===== src/rtl/crpk_pkg.sv =====
package crpk_pkg;

  typedef enum logic [1:0] {
    ST_IDLE  = 2'd0,
    ST_RUN   = 2'd1,
    ST_FLUSH = 2'd2,
    ST_DONE  = 2'd3
  } crpk_state_e;

  // Fold four field bits: qualify each by mask and equality with mode.
  function automatic logic field_fold(input logic [3:0] fld,
                                      input logic [3:0] mask,
                                      input logic [3:0] mode,
                                      input logic       any);
    logic [3:0] hit;
    hit = mask & ~(mode ^ fld);
    return any ? (|hit) : (&hit);
  endfunction

  // Number of results sharing one destination register for a width code.
  function automatic int unsigned results_per_reg(input logic [1:0] ew);
    return 32'd1 << ew;
  endfunction

endpackage


===== src/rtl/crpk_reduce.sv =====
module crpk_reduce (
  input  logic [3:0] fld_i,
  input  logic [3:0] mask_i,
  input  logic [3:0] mode_i,
  input  logic       any_i,
  output logic       bit_o
);
  logic [3:0] term;

  for (genvar k = 0; k < 4; k++) begin : g_term
    assign term[k] = mask_i[k] & (mode_i[k] == fld_i[k]);
  end

  assign bit_o = any_i ? (|term) : (&term);
endmodule


===== src/rtl/crpk_place.sv =====
module crpk_place #(
  parameter int XLEN      = 64,
  parameter int VL_W      = 7,
  parameter int REG_IDX_W = 7,
  localparam int SLOT_W   = $clog2(XLEN),
  localparam int SH_W     = $clog2(SLOT_W + 1),
  localparam int WW       = (VL_W > SLOT_W + 1) ? VL_W : SLOT_W + 1
) (
  input  logic [VL_W-1:0]      elem_i,
  input  logic                 int_vec_i,
  input  logic [1:0]           ew_i,
  output logic [SLOT_W-1:0]    slot_o,
  output logic [REG_IDX_W-1:0] reg_off_o,
  output logic                 full_o
);
  logic [SH_W-1:0] shamt;
  logic [WW-1:0]   span;
  logic [WW-1:0]   elem_w;
  logic [WW-1:0]   low;

  always_comb begin
    shamt     = int_vec_i ? SH_W'(ew_i) : SH_W'(SLOT_W);
    span      = (WW'(1) << shamt) - WW'(1);
    elem_w    = WW'(elem_i);
    low       = elem_w & span;
    slot_o    = SLOT_W'(low);
    reg_off_o = REG_IDX_W'(elem_w >> shamt);
    full_o    = (low == span);
  end
endmodule


===== src/rtl/crpk_ctrl.sv =====
module crpk_ctrl
  import crpk_pkg::*;
#(
  parameter int MAX_VL = 64,
  parameter int VL_W   = $clog2(MAX_VL + 1)
) (
  input  logic            clk,
  input  logic            rst_n,
  input  logic            start_i,
  input  logic [VL_W-1:0] vl_i,
  output logic            accept_o,
  output logic            run_o,
  output logic            last_o,
  output logic [VL_W-1:0] elem_o,
  output logic            busy_o,
  output logic            done_o
);
  crpk_state_e     state_q;
  logic [VL_W-1:0] elem_q;
  logic [VL_W-1:0] vl_q;
  logic [VL_W-1:0] vl_clamp;

  assign accept_o = (state_q == ST_IDLE) && start_i;
  assign vl_clamp = (vl_i > VL_W'(MAX_VL)) ? VL_W'(MAX_VL) : vl_i;
  assign run_o    = (state_q == ST_RUN);
  assign last_o   = run_o && (elem_q == vl_q - VL_W'(1));
  assign elem_o   = elem_q;
  assign busy_o   = (state_q != ST_IDLE);
  assign done_o   = (state_q == ST_DONE);

  always_ff @(posedge clk or negedge rst_n) begin
    if (!rst_n) begin
      state_q <= ST_IDLE;
      elem_q  <= '0;
      vl_q    <= '0;
    end else begin
      unique case (state_q)
        ST_IDLE: begin
          if (start_i) begin
            vl_q    <= vl_clamp;
            elem_q  <= '0;
            state_q <= (vl_clamp == '0) ? ST_DONE : ST_RUN;
          end
        end
        ST_RUN: begin
          if (last_o) state_q <= ST_FLUSH;
          else        elem_q  <= elem_q + VL_W'(1);
        end
        ST_FLUSH: state_q <= ST_DONE;
        ST_DONE:  state_q <= ST_IDLE;
        default:  state_q <= ST_IDLE;
      endcase
    end
  end
endmodule


===== src/rtl/crpk_top.sv =====
module crpk_top #(
  parameter int XLEN      = 64,
  parameter int MAX_VL    = 64,
  parameter int CR_IDX_W  = 6,
  parameter int REG_IDX_W = 7,
  localparam int VL_W     = $clog2(MAX_VL + 1),
  localparam int SLOT_W   = $clog2(XLEN)
) (
  input  logic                 clk,
  input  logic                 rst_n,
  input  logic                 start_i,
  input  logic [VL_W-1:0]      vl_i,
  input  logic [CR_IDX_W-1:0]  cr_base_i,
  input  logic                 cr_vec_i,
  input  logic [REG_IDX_W-1:0] int_base_i,
  input  logic                 int_vec_i,
  input  logic [3:0]           mask_i,
  input  logic [3:0]           mode_i,
  input  logic                 any_i,
  input  logic [1:0]           ew_i,
  output logic                 busy_o,
  output logic                 done_o,
  output logic                 cr_rd_en_o,
  output logic [CR_IDX_W-1:0]  cr_rd_idx_o,
  input  logic [3:0]           cr_rd_data_i,
  output logic                 int_wr_en_o,
  output logic [REG_IDX_W-1:0] int_wr_idx_o,
  output logic [XLEN-1:0]      int_wr_data_o,
  output logic [XLEN-1:0]      int_wr_bits_o
);
  // Operand latches
  logic [CR_IDX_W-1:0]  cr_base_q;
  logic                 cr_vec_q;
  logic [REG_IDX_W-1:0] int_base_q;
  logic                 int_vec_q;
  logic [3:0]           mask_q;
  logic [3:0]           mode_q;
  logic                 any_q;
  logic [1:0]           ew_q;

  // Control events, named for the checker
  logic            accept;
  logic            run;
  logic            last;
  logic [VL_W-1:0] elem;

  logic                 res_bit;
  logic [SLOT_W-1:0]    slot;
  logic [REG_IDX_W-1:0] reg_off;
  logic                 slot_full;
  logic                 emit;

  logic [XLEN-1:0] acc_q,  acc_nx;
  logic [XLEN-1:0] bits_q, bits_nx;

  logic                 wr_en_q;
  logic [REG_IDX_W-1:0] wr_idx_q;
  logic [XLEN-1:0]      wr_data_q;
  logic [XLEN-1:0]      wr_bits_q;

  crpk_ctrl #(.MAX_VL(MAX_VL), .VL_W(VL_W)) u_ctrl (
    .clk      (clk),
    .rst_n    (rst_n),
    .start_i  (start_i),
    .vl_i     (vl_i),
    .accept_o (accept),
    .run_o    (run),
    .last_o   (last),
    .elem_o   (elem),
    .busy_o   (busy_o),
    .done_o   (done_o)
  );

  assign cr_rd_en_o  = run;
  assign cr_rd_idx_o = cr_base_q + (cr_vec_q ? CR_IDX_W'(elem) : CR_IDX_W'(0));

  crpk_reduce u_reduce (
    .fld_i  (cr_rd_data_i),
    .mask_i (mask_q),
    .mode_i (mode_q),
    .any_i  (any_q),
    .bit_o  (res_bit)
  );

  crpk_place #(.XLEN(XLEN), .VL_W(VL_W), .REG_IDX_W(REG_IDX_W)) u_place (
    .elem_i    (elem),
    .int_vec_i (int_vec_q),
    .ew_i      (ew_q),
    .slot_o    (slot),
    .reg_off_o (reg_off),
    .full_o    (slot_full)
  );

  assign acc_nx  = acc_q  | (XLEN'(res_bit) << slot);
  assign bits_nx = bits_q | (XLEN'(1)       << slot);
  assign emit    = run && (last || slot_full);

  always_ff @(posedge clk or negedge rst_n) begin
    if (!rst_n) begin
      cr_base_q  <= '0;
      cr_vec_q   <= 1'b0;
      int_base_q <= '0;
      int_vec_q  <= 1'b0;
      mask_q     <= '0;
      mode_q     <= '0;
      any_q      <= 1'b0;
      ew_q       <= '0;
    end else if (accept) begin
      cr_base_q  <= cr_base_i;
      cr_vec_q   <= cr_vec_i;
      int_base_q <= int_base_i;
      int_vec_q  <= int_vec_i;
      mask_q     <= mask_i;
      mode_q     <= mode_i;
      any_q      <= any_i;
      ew_q       <= ew_i;
    end
  end

  always_ff @(posedge clk or negedge rst_n) begin
    if (!rst_n) begin
      acc_q  <= '0;
      bits_q <= '0;
    end else if (accept || emit) begin
      acc_q  <= '0;
      bits_q <= '0;
    end else if (run) begin
      acc_q  <= acc_nx;
      bits_q <= bits_nx;
    end
  end

  always_ff @(posedge clk or negedge rst_n) begin
    if (!rst_n) begin
      wr_en_q   <= 1'b0;
      wr_idx_q  <= '0;
      wr_data_q <= '0;
      wr_bits_q <= '0;
    end else begin
      wr_en_q <= emit;
      if (emit) begin
        wr_idx_q  <= int_base_q + reg_off;
        wr_data_q <= acc_nx;
        wr_bits_q <= int_vec_q ? {XLEN{1'b1}} : bits_nx;
      end
    end
  end

  assign int_wr_en_o   = wr_en_q;
  assign int_wr_idx_o  = wr_idx_q;
  assign int_wr_data_o = wr_data_q;
  assign int_wr_bits_o = wr_bits_q;
endmodule


===== config.mk =====
export PLATFORM = sky130hd
export DESIGN_NAME = crpk_top
export DESIGN_NICKNAME = d
export VERILOG_FILES = /design/src/rtl/crpk_pkg.sv /design/src/rtl/crpk_reduce.sv /design/src/rtl/crpk_place.sv /design/src/rtl/crpk_ctrl.sv /design/src/rtl/crpk_top.sv
export SDC_FILE = /design/constraint.sdc
export NUM_CORES = 1
export LEC_CHECK = 0
export BUFFER_PORTS_ARGS = -buffer_cell sky130_fd_sc_hd__buf_2
export CELL_PAD_IN_SITES_DETAIL_PLACEMENT = 1
export CELL_PAD_IN_SITES_GLOBAL_PLACEMENT = 2
export CORE_MARGIN = 10
export CORE_UTILIZATION = 38
export DETAILED_ROUTE_END_ITERATION = 6
export PLACE_DENSITY = 0.85
export SKIP_CTS_REPAIR_TIMING = 1
export SLEW_MARGIN = 10
export SYNTH_ARGS = -nofsm -noshare
export SYNTH_HDL_FRONTEND = slang
export SYNTH_SLANG_ARGS = --single-unit

===== constraint.sdc =====
create_clock -name clk -period 4.5 [get_ports clk]
set_input_delay 0 -clock clk [delete_from_list [all_inputs] [get_ports clk]]
set_output_delay 0 -clock clk [all_outputs]
set_load 0.005 [all_outputs]

==> results of run 1 <==
kinds of logic after synthesis:
logic type | synth area share [%]
buf+inv | 5.26
mux | 8.65
flops | 54.7
compound gates | 19.1
xor+xnor | 1.35
fa+ha+maj | 1.81
simple gates | 9.09
power breakdown:
part | switching, mW | total (mW) | internal, mW | leakage (nW)
logic | 2.36 | 4.04 | 1.68 | 3.61
registers | 0.607 | 4.17 | 3.56 | 4.00
clock network | 1.15 | 2.72 | 1.57 | 0.527
state kept, by name, indices dropped and copies added (netlist names):
register        cells
any_q               1
int_wr_idx_o        7
cr_base_q           6
cr_vec_q            1
ew_q                2
int_wr_data_o      64
bits_q             64
int_vec_q           1
u_ctrl.elem_o       7
int_base_q          7
int_wr_bits_o      64
int_wr_en_o         1
mask_q              4
u_ctrl.vl_q         7
acc_q              64
mode_q              4
u_ctrl.state_q      2
worst reg2reg max path: stages (launching register included):
cell       delay, ns
dfrtp_1         0.47
buf_4           0.50
inv_1           0.18
and3_1          0.19
o211a_1         0.25
o2111ai_4       0.20
buf_4           0.44
nand3_1         0.98
a21oi_1         0.46
cell type report:
class / count / share of cell area (%)
Sequential cell: 306 / 45.4
Multi-Input combinational cell: 777 / 33.5
Timing Repair Buffer: 254 / 9.46
Clock buffer: 47 / 5.76
Tap cell: 468 / 3.47
Inverter: 80 / 1.80
Clock inverter: 9 / 0.572
routing by layer:
metal / wire length, um / global-route usage (%) / vias up
met5: 0 / 0 / -
met4: 1020 / 4.81 / 0
met3: 2640 / 3.49 / 55
met2: 22300 / 32.9 / 301
met1: 20300 / 26.7 / 5843
li1: - / - / 4961
layout by cell type, fill, tap and decap left out, types with 6 or more instances in the layout:
| cell | n |
|---|---|
| buf_2 | 183 |
| mux2i_1 | 31 |
| ha_1 | 17 |
| and3_1 | 8 |
| a221oi_1 | 20 |
| o21a_1 | 8 |
| buf_4 | 27 |
| nor3_1 | 26 |
| and2_1 | 8 |
| nand2b_1 | 11 |
| mux2_2 | 59 |
| dfrtp_1 | 305 |
| a41oi_1 | 15 |
| inv_1 | 79 |
| nand4_1 | 21 |
| a22o_1 | 85 |
| clkbuf_16 | 35 |
| a31oi_1 | 16 |
| nor4_1 | 12 |
| nand3_1 | 27 |
| clkbuf_1 | 7 |
| xnor2_1 | 15 |
| a21o_1 | 6 |
| o21ai_0 | 47 |
| nor2_1 | 72 |
| or3_1 | 8 |
| a21oi_1 | 86 |
| nand2_1 | 44 |
| mux2_1 | 21 |
| a211o_1 | 47 |
| or2_2 | 7 |
| dlygate4sd3_1 | 40 |
stage by stage:
stage                     instances  power, mW  hold slack [ns]
after floorplan                1263       6.40           -0.296
after global placement         1845       8.06            0.147
after detailed placement       1845       8.25            0.153
after CTS                      1901       11.0           -0.384
after global routing           1941       11.6            0.253
final                          1941       10.9            0.133
how the worst max path moves through the flow:
stage	startpoint	end	slack, ns	cells past startpoint
floorplan	int_vec_q$_DFFE_PN0P_	int_wr_idx_o[6]$_DFFE_PN0P_	1.34	14
global placement	u_ctrl.vl_q[2]$_DFFE_PN0P_	int_wr_bits_o[19]$_DFFE_PN0P_	0.93	9
detailed placement	u_ctrl.elem_o[5]$_DFFE_PN0P_	acc_q[35]$_DFFE_PN0P_	0.80	8
CTS	u_ctrl.elem_o[5]$_DFFE_PN0P_	acc_q[35]$_DFFE_PN0P_	0.77	8
global route	u_ctrl.elem_o[5]$_DFFE_PN0P_	acc_q[35]$_DFFE_PN0P_	0.47	8
finish	u_ctrl.elem_o[5]$_DFFE_PN0P_	acc_q[35]$_DFFE_PN0P_	0.73	8
==> results by group, run 1 <==
Outcome
  • Outcome: completed

Die
  • Die Height: 212 um
  • Initial Util: 38.4%
  • IO Count: between 150 and 200
  • Die ar.: 0.0449 mm^2
  • Rows: 70
  • Area of the core: 0.0364 mm^2
  • Die X: between 200 and 250 um

Place
  • DP Worst Slack: 0.797 ns
  • Placed Instance Area: 0.0154 mm^2
  • Hpwl dp: just over 30000 um
  • GPL Wtd Cong: 0.856
  • Number of port buffers: ~180

Clocking
  • CTS root buffer: clkbuf_16
  • CTS clk-pin slew, worst paths: 0.06 ns
  • Clock Latency Late Sink: 0.52 ns
  • CTS Sinks: 306
  • CTS Buf Count: 35
  • Depth of the CTS H-tree: 2
  • CTS tree: done
  • Maximum buffer depth of the clock tree: 3

STA
  • Fmax: 265 MHz
  • Max-slew violations: 0
  • Hold Vio Cnt, Final: 0
  • Post-Route Setup TNS: 0 ns
  • RSZ-0062 raised after global routing: no
  • Count of final setup violators: 0
  • Period utilization: 83.9%
  • Final Skew: between 0.02 and 0.025 ns
  • Slew @ Worst Pin: roughly 1.2 ns
  • Setup WS post-layout: 0.727 ns
  • Max-slew headroom: 19.5%
  • Minimum clock period: 3.77 ns

Worst setup path
  • Startpoint Class: flop
  • Reg2reg path depth: 8
  • Crit path required time: 4.89 ns
  • CP Max Fanout: 43
  • Crit. End Element: flop
  • Crit-path cells: buf_4 -> inv_1 -> and3_1 -> o211a_1 -> o2111ai_4 -> buf_4 -> nand3_1 -> a21oi_1
  • Critical path type: flop to flop
  • Buf+Inv Stages, Crit Path: 3
  • Arrival @ worst endpoint: between 4 and 5 ns
  • Delay-heaviest family, CP: simple AND/OR/NAND/NOR gates
  • FF-to-FF End: acc_q[35]$_DFFE_PN0P_
  • CP max stage cell: nand3_1
  • Reg2reg setup slack: about 0.73 ns
  • R2R Path Start: u_ctrl.elem_o[5]$_DFFE_PN0P_
  • Largest stage delay, worst path: 0.95 ns
  • Crit-path most repeated cell: buf_4

Synth
  • Mapped cell area: 0.0140 mm^2
  • Ys Warns: 0
  • Synth Area per Inst: 11.1 um^2
  • FFs w/ async S/R, synth: between 90% and 100%
  • Most common cell in the synthesized netlist: dfrtp_1
  • Post-synth cell types: 61
  • Cells taking the most area after synthesis: dfrtp_1 55%, a22o_1 5.3%, mux2_2 4.7%
  • Post-synthesis cell count: 1263
  • Sequential fraction of the synthesis area: approximately 55%
  • Synth cell count leaders: 306 x dfrtp_1, 86 x a21oi_1, 85 x a22o_1, 79 x inv_1
  • Post-synth top area cell: dfrtp_1
  • Number of flops mapped to enable cells by yosys: 0
  • Ys flop type: dfrtp_1
  • Post-synthesis register bit count: 306
  • Proportion of netlist area held by the largest area contributor: 54.7%
  • Syn_nets: 1322

Routing
  • Via density: 5.75
  • First-iteration detailed-routing DRC count: 856
  • Via count of the routed design: 11.2k
  • Routed wire length: 46200 um
  • Post-route ant nets: 0
  • DRT Pass-1 Iters: 5
  • DRC viols: 0
  • Routed length per instance: 23.8 um

Pwr
  • Static leakage: a little over 8 nW
  • PwrDens: roughly 650 mW/mm^2
  • Worst IR Drop VDD: approximately 0.33 mV

Finish
  • Post-route cell area: 0.0169 mm^2
  • Area of the multi-input gates: 0.00564 mm^2
  • Filler cell count: 3940
  • Reg area: 0.00766 mm^2
  • Nets: roughly 1.5k
  • Layout Area Growth over Synthesis: 20.4%
  • Core Util, Final: 46.3%
  • Layout cell share with drive strength beyond 1: 23.2%
  • Ant. Diodes: 0

GRT
  • Total grt overflow: 0
  • Initial antenna violation count: 0
  • Total track usage: 20.0%
  • First-pass GRT wire length: 70800 um
  • Largest net degree at the start of global routing: 113
  • Vias in the first global route: 12.0k

Min path
  • Hold Crit Class: input pin to async pin

Flow run
  • Max-capacitance violation count: 0
Power figures use the tool's default switching activity.
==> run 2: changes to the inputs <==
==> constraint.sdc (replaced) <==
create_clock -name clk -period 4 [get_ports clk]
set_input_delay 0 -clock clk [delete_from_list [all_inputs] [get_ports clk]]
set_output_delay 0 -clock clk [all_outputs]
set_load 0.005 [all_outputs]
==> results by group, run 2 (synthesized netlist as in run 1, its figures left out) <==
STA
  • Max-slew violations: 0 (unchanged)
  • Slew @ Worst Pin: 1.11 ns (-0.0946 ns)
  • Max-slew headroom: 26.1% (+6.5 points)
  • Count of final setup violators: 0 (unchanged)
  • RSZ-0062 raised after global routing: no
  • Period utilization: 87.5% (+3.6 points)
  • Final Skew: 0.0167 ns (-0.00530 ns)
  • Post-Route Setup TNS: 0 ns (unchanged)
  • Minimum clock period: 3.50 ns (-0.275 ns)
  • Hold Vio Cnt, Final: 0 (unchanged)
  • Fmax: 286 MHz (+7.9%)
  • WHS: 0.132 ns (-0.00162 ns)

Min path
  • Hold Crit Class: input pin to async pin

Pwr
  • Net Sw Frac: 37.2% (-0.45 points)
  • Total net switching power: 4.63 mW (+13%)
  • Worst IR Drop VDD: 0.274 mV (-17%)
  • Combinational share of power: 36.2% (-0.8 points)
  • Clk pwr share: 25.9% (+1.0 points)
  • Sequential share of power: 38.0% (about the same)
  • Int Power: 7.83 mW (+15%)
  • PwrDens: 731 mW/mm^2 (+13%)
  • Static leakage: 8.24 nW (+1.3%)

Finish
  • Filler cell count: 3979 (+0.99%)
  • Area of the multi-input gates: 0.00566 mm^2 (+0.33%)
  • Commonest non-fill, non-tap cells in the layout: 305 x dfrtp_1, 183 x buf_2, 86 x a21oi_1
  • Commonest non-fill, non-tap cell in the layout: dfrtp_1
  • Reg area: 0.00766 mm^2 (unchanged)
  • Layout Area Growth over Synthesis: 21.8%
  • Ant. Diodes: 0 (unchanged)
  • Layout cell share with drive strength beyond 1: 24.1% (+0.91 points)
  • Nets: 1527 (+0.93%)

Routing
  • Via density: 5.67 (-1.4%)
  • DRC viols: 0 (unchanged)
  • First-iteration detailed-routing DRC count: 908 (+6.1%)
  • Post-route ant nets: 0 (unchanged)
  • Via count of the routed design: 11.1k (-0.42%)
  • Routed wire length: 46000 um (-0.42%)
  • Routed length per instance: 23.5 um (-1.4%)
  • DRT Pass-1 Iters: 5 (unchanged)

Worst setup path
  • Reg2reg setup slack: 0.50 ns (-0.23 ns)
  • Critical path type: flop to flop
  • Crit. End Element: flop
  • Startpoint Class: flop
  • Arrival @ worst endpoint: 3.94 ns (-0.23 ns)
  • Reg2reg path depth: 13 (+5)
  • CP Max Fanout: 39 (-9.3%)
  • Crit-path most repeated cell: a21oi_1
  • Crit-path cells: nand2_1 -> mux2_2 -> a21oi_1 -> mux2i_1 -> ha_1 -> inv_1 -> fa_1 -> nor2b_1 -> o21ai_0 -> a21oi_1 -> o21a_1 -> or3_1 -> a31oi_1
  • Crit path required time: 4.44 ns (-0.45 ns)
  • Largest stage delay, worst path: 0.86 ns (-0.09 ns)
  • CP max stage cell: dfrtp_2

Clocking
  • CTS Sinks: 306 (unchanged)
  • Maximum buffer depth of the clock tree: 3 (unchanged)
  • Clock Latency Late Sink: 0.53 ns (about the same)
  • Depth of the CTS H-tree: 2 (unchanged)
  • CTS tree: done
  • CTS root buffer: clkbuf_16
  • CTS clk-pin slew, worst paths: 0.06 ns (about the same)
  • CTS Buf Count: 35 (unchanged)

Place
  • Hpwl dp: 30600 um (-0.73%)
  • Number of port buffers: 184 (unchanged)
  • GPL Wtd Cong: 0.846 (-1.2%)

Die
  • Initial Util: 38.4% (unchanged)
  • IO Count: 185 (unchanged)
  • Area of the core: 0.0364 mm^2 (unchanged)
  • Die Height: 212 um (unchanged)
  • Die ar.: 0.0449 mm^2 (unchanged)
  • Rows: 70 (unchanged)
  • Die X: 212 um (unchanged)

GRT
  • First-pass GRT wire length: 70500 um (-0.44%)
  • Largest net degree at the start of global routing: 109 (-3.5%)
  • Total track usage: 19.9% (-0.094 points)
  • Vias in the first global route: 11.8k (-2.2%)
  • Initial antenna violation count: 0 (unchanged)
  • Total grt overflow: 0 (unchanged)

Flow run
  • Max-capacitance violation count: 0 (unchanged)

Outcome
  • Outcome: completed
[run 2: final timing paths]
path / from / to
max in group asynchronous: rst_n / int_wr_bits_o[23]$_DFFE_PN0P_
setup / recovery: int_vec_q$_DFFE_PN0P_ / int_wr_idx_o[6]$_DFFE_PN0P_
min in group clk: cr_base_i[1] / cr_base_q[1]$_DFFE_PN0P_
hold reg to reg: int_wr_bits_o[55]$_DFFE_PN0P_ / int_wr_bits_o[55]$_DFFE_PN0P_
setup reg to reg: int_vec_q$_DFFE_PN0P_ / int_wr_idx_o[6]$_DFFE_PN0P_
hold / removal: rst_n / int_wr_en_o$_DFF_PN0_
[run 2: critical path, delay by kind of cell, from the launching register on]
family	cells	cell delay (ns)
DFF	1	0.86
and+or+nand+nor	3	0.54
AOI/OAI and AO/OA	5	1.02
adders and majority gates	2	0.48
muxes	2	0.45
buffers and inverters	1	0.08
[run 2: area by class of cell]
cell class,instances,area share (%)
Sequential cell,306,44.9
Tap cell,468,3.44
Timing Repair Buffer,268,9.98
Multi-Input combinational cell,777,33.2
Clock inverter,8,0.661
Inverter,80,1.78
Clock buffer,53,6.00
[run 2: layer usage]
layer | part of all wire (%) | vias to the layer above | track usage (%)
met1 | 45 | 5784 | 27.1
li1 | - | 4995 | -
met4 | 1.5 | 0 | 4.54
met3 | 5.0 | 41 | 3.00
met5 | 0 | - | 0
met2 | 49 | 293 | 32.6
[run 2: per-stage QoR]
step                      worst slack (ns)  cells  power (mW)  utilization [%]  cell area [um^2]
final                                0.501   1960        12.5             46.8             17000
after global routing                 0.335   1960        13.3             46.8             17000
after CTS                            0.534   1919        12.6             45.7             16600
after detailed placement             0.599   1858        9.28             42.5             15500
after global placement               0.742   1858        9.11             42.5             15500
after floorplan                      0.842   1263        7.20                -             14000
[run 2: power by group through the flow]
stage / Clock (mW) / Combinational [mW] / Sequential, mW
5_1_grt: 3.41 / 4.98 / 4.86
3_3_place_gp: 0 / 4.37 / 4.74
2_1_floorplan: 0 / 2.63 / 4.57
4_1_cts: 3.29 / 4.54 / 4.73
6_report: 3.22 / 4.51 / 4.73
3_5_place_dp: 0 / 4.50 / 4.77
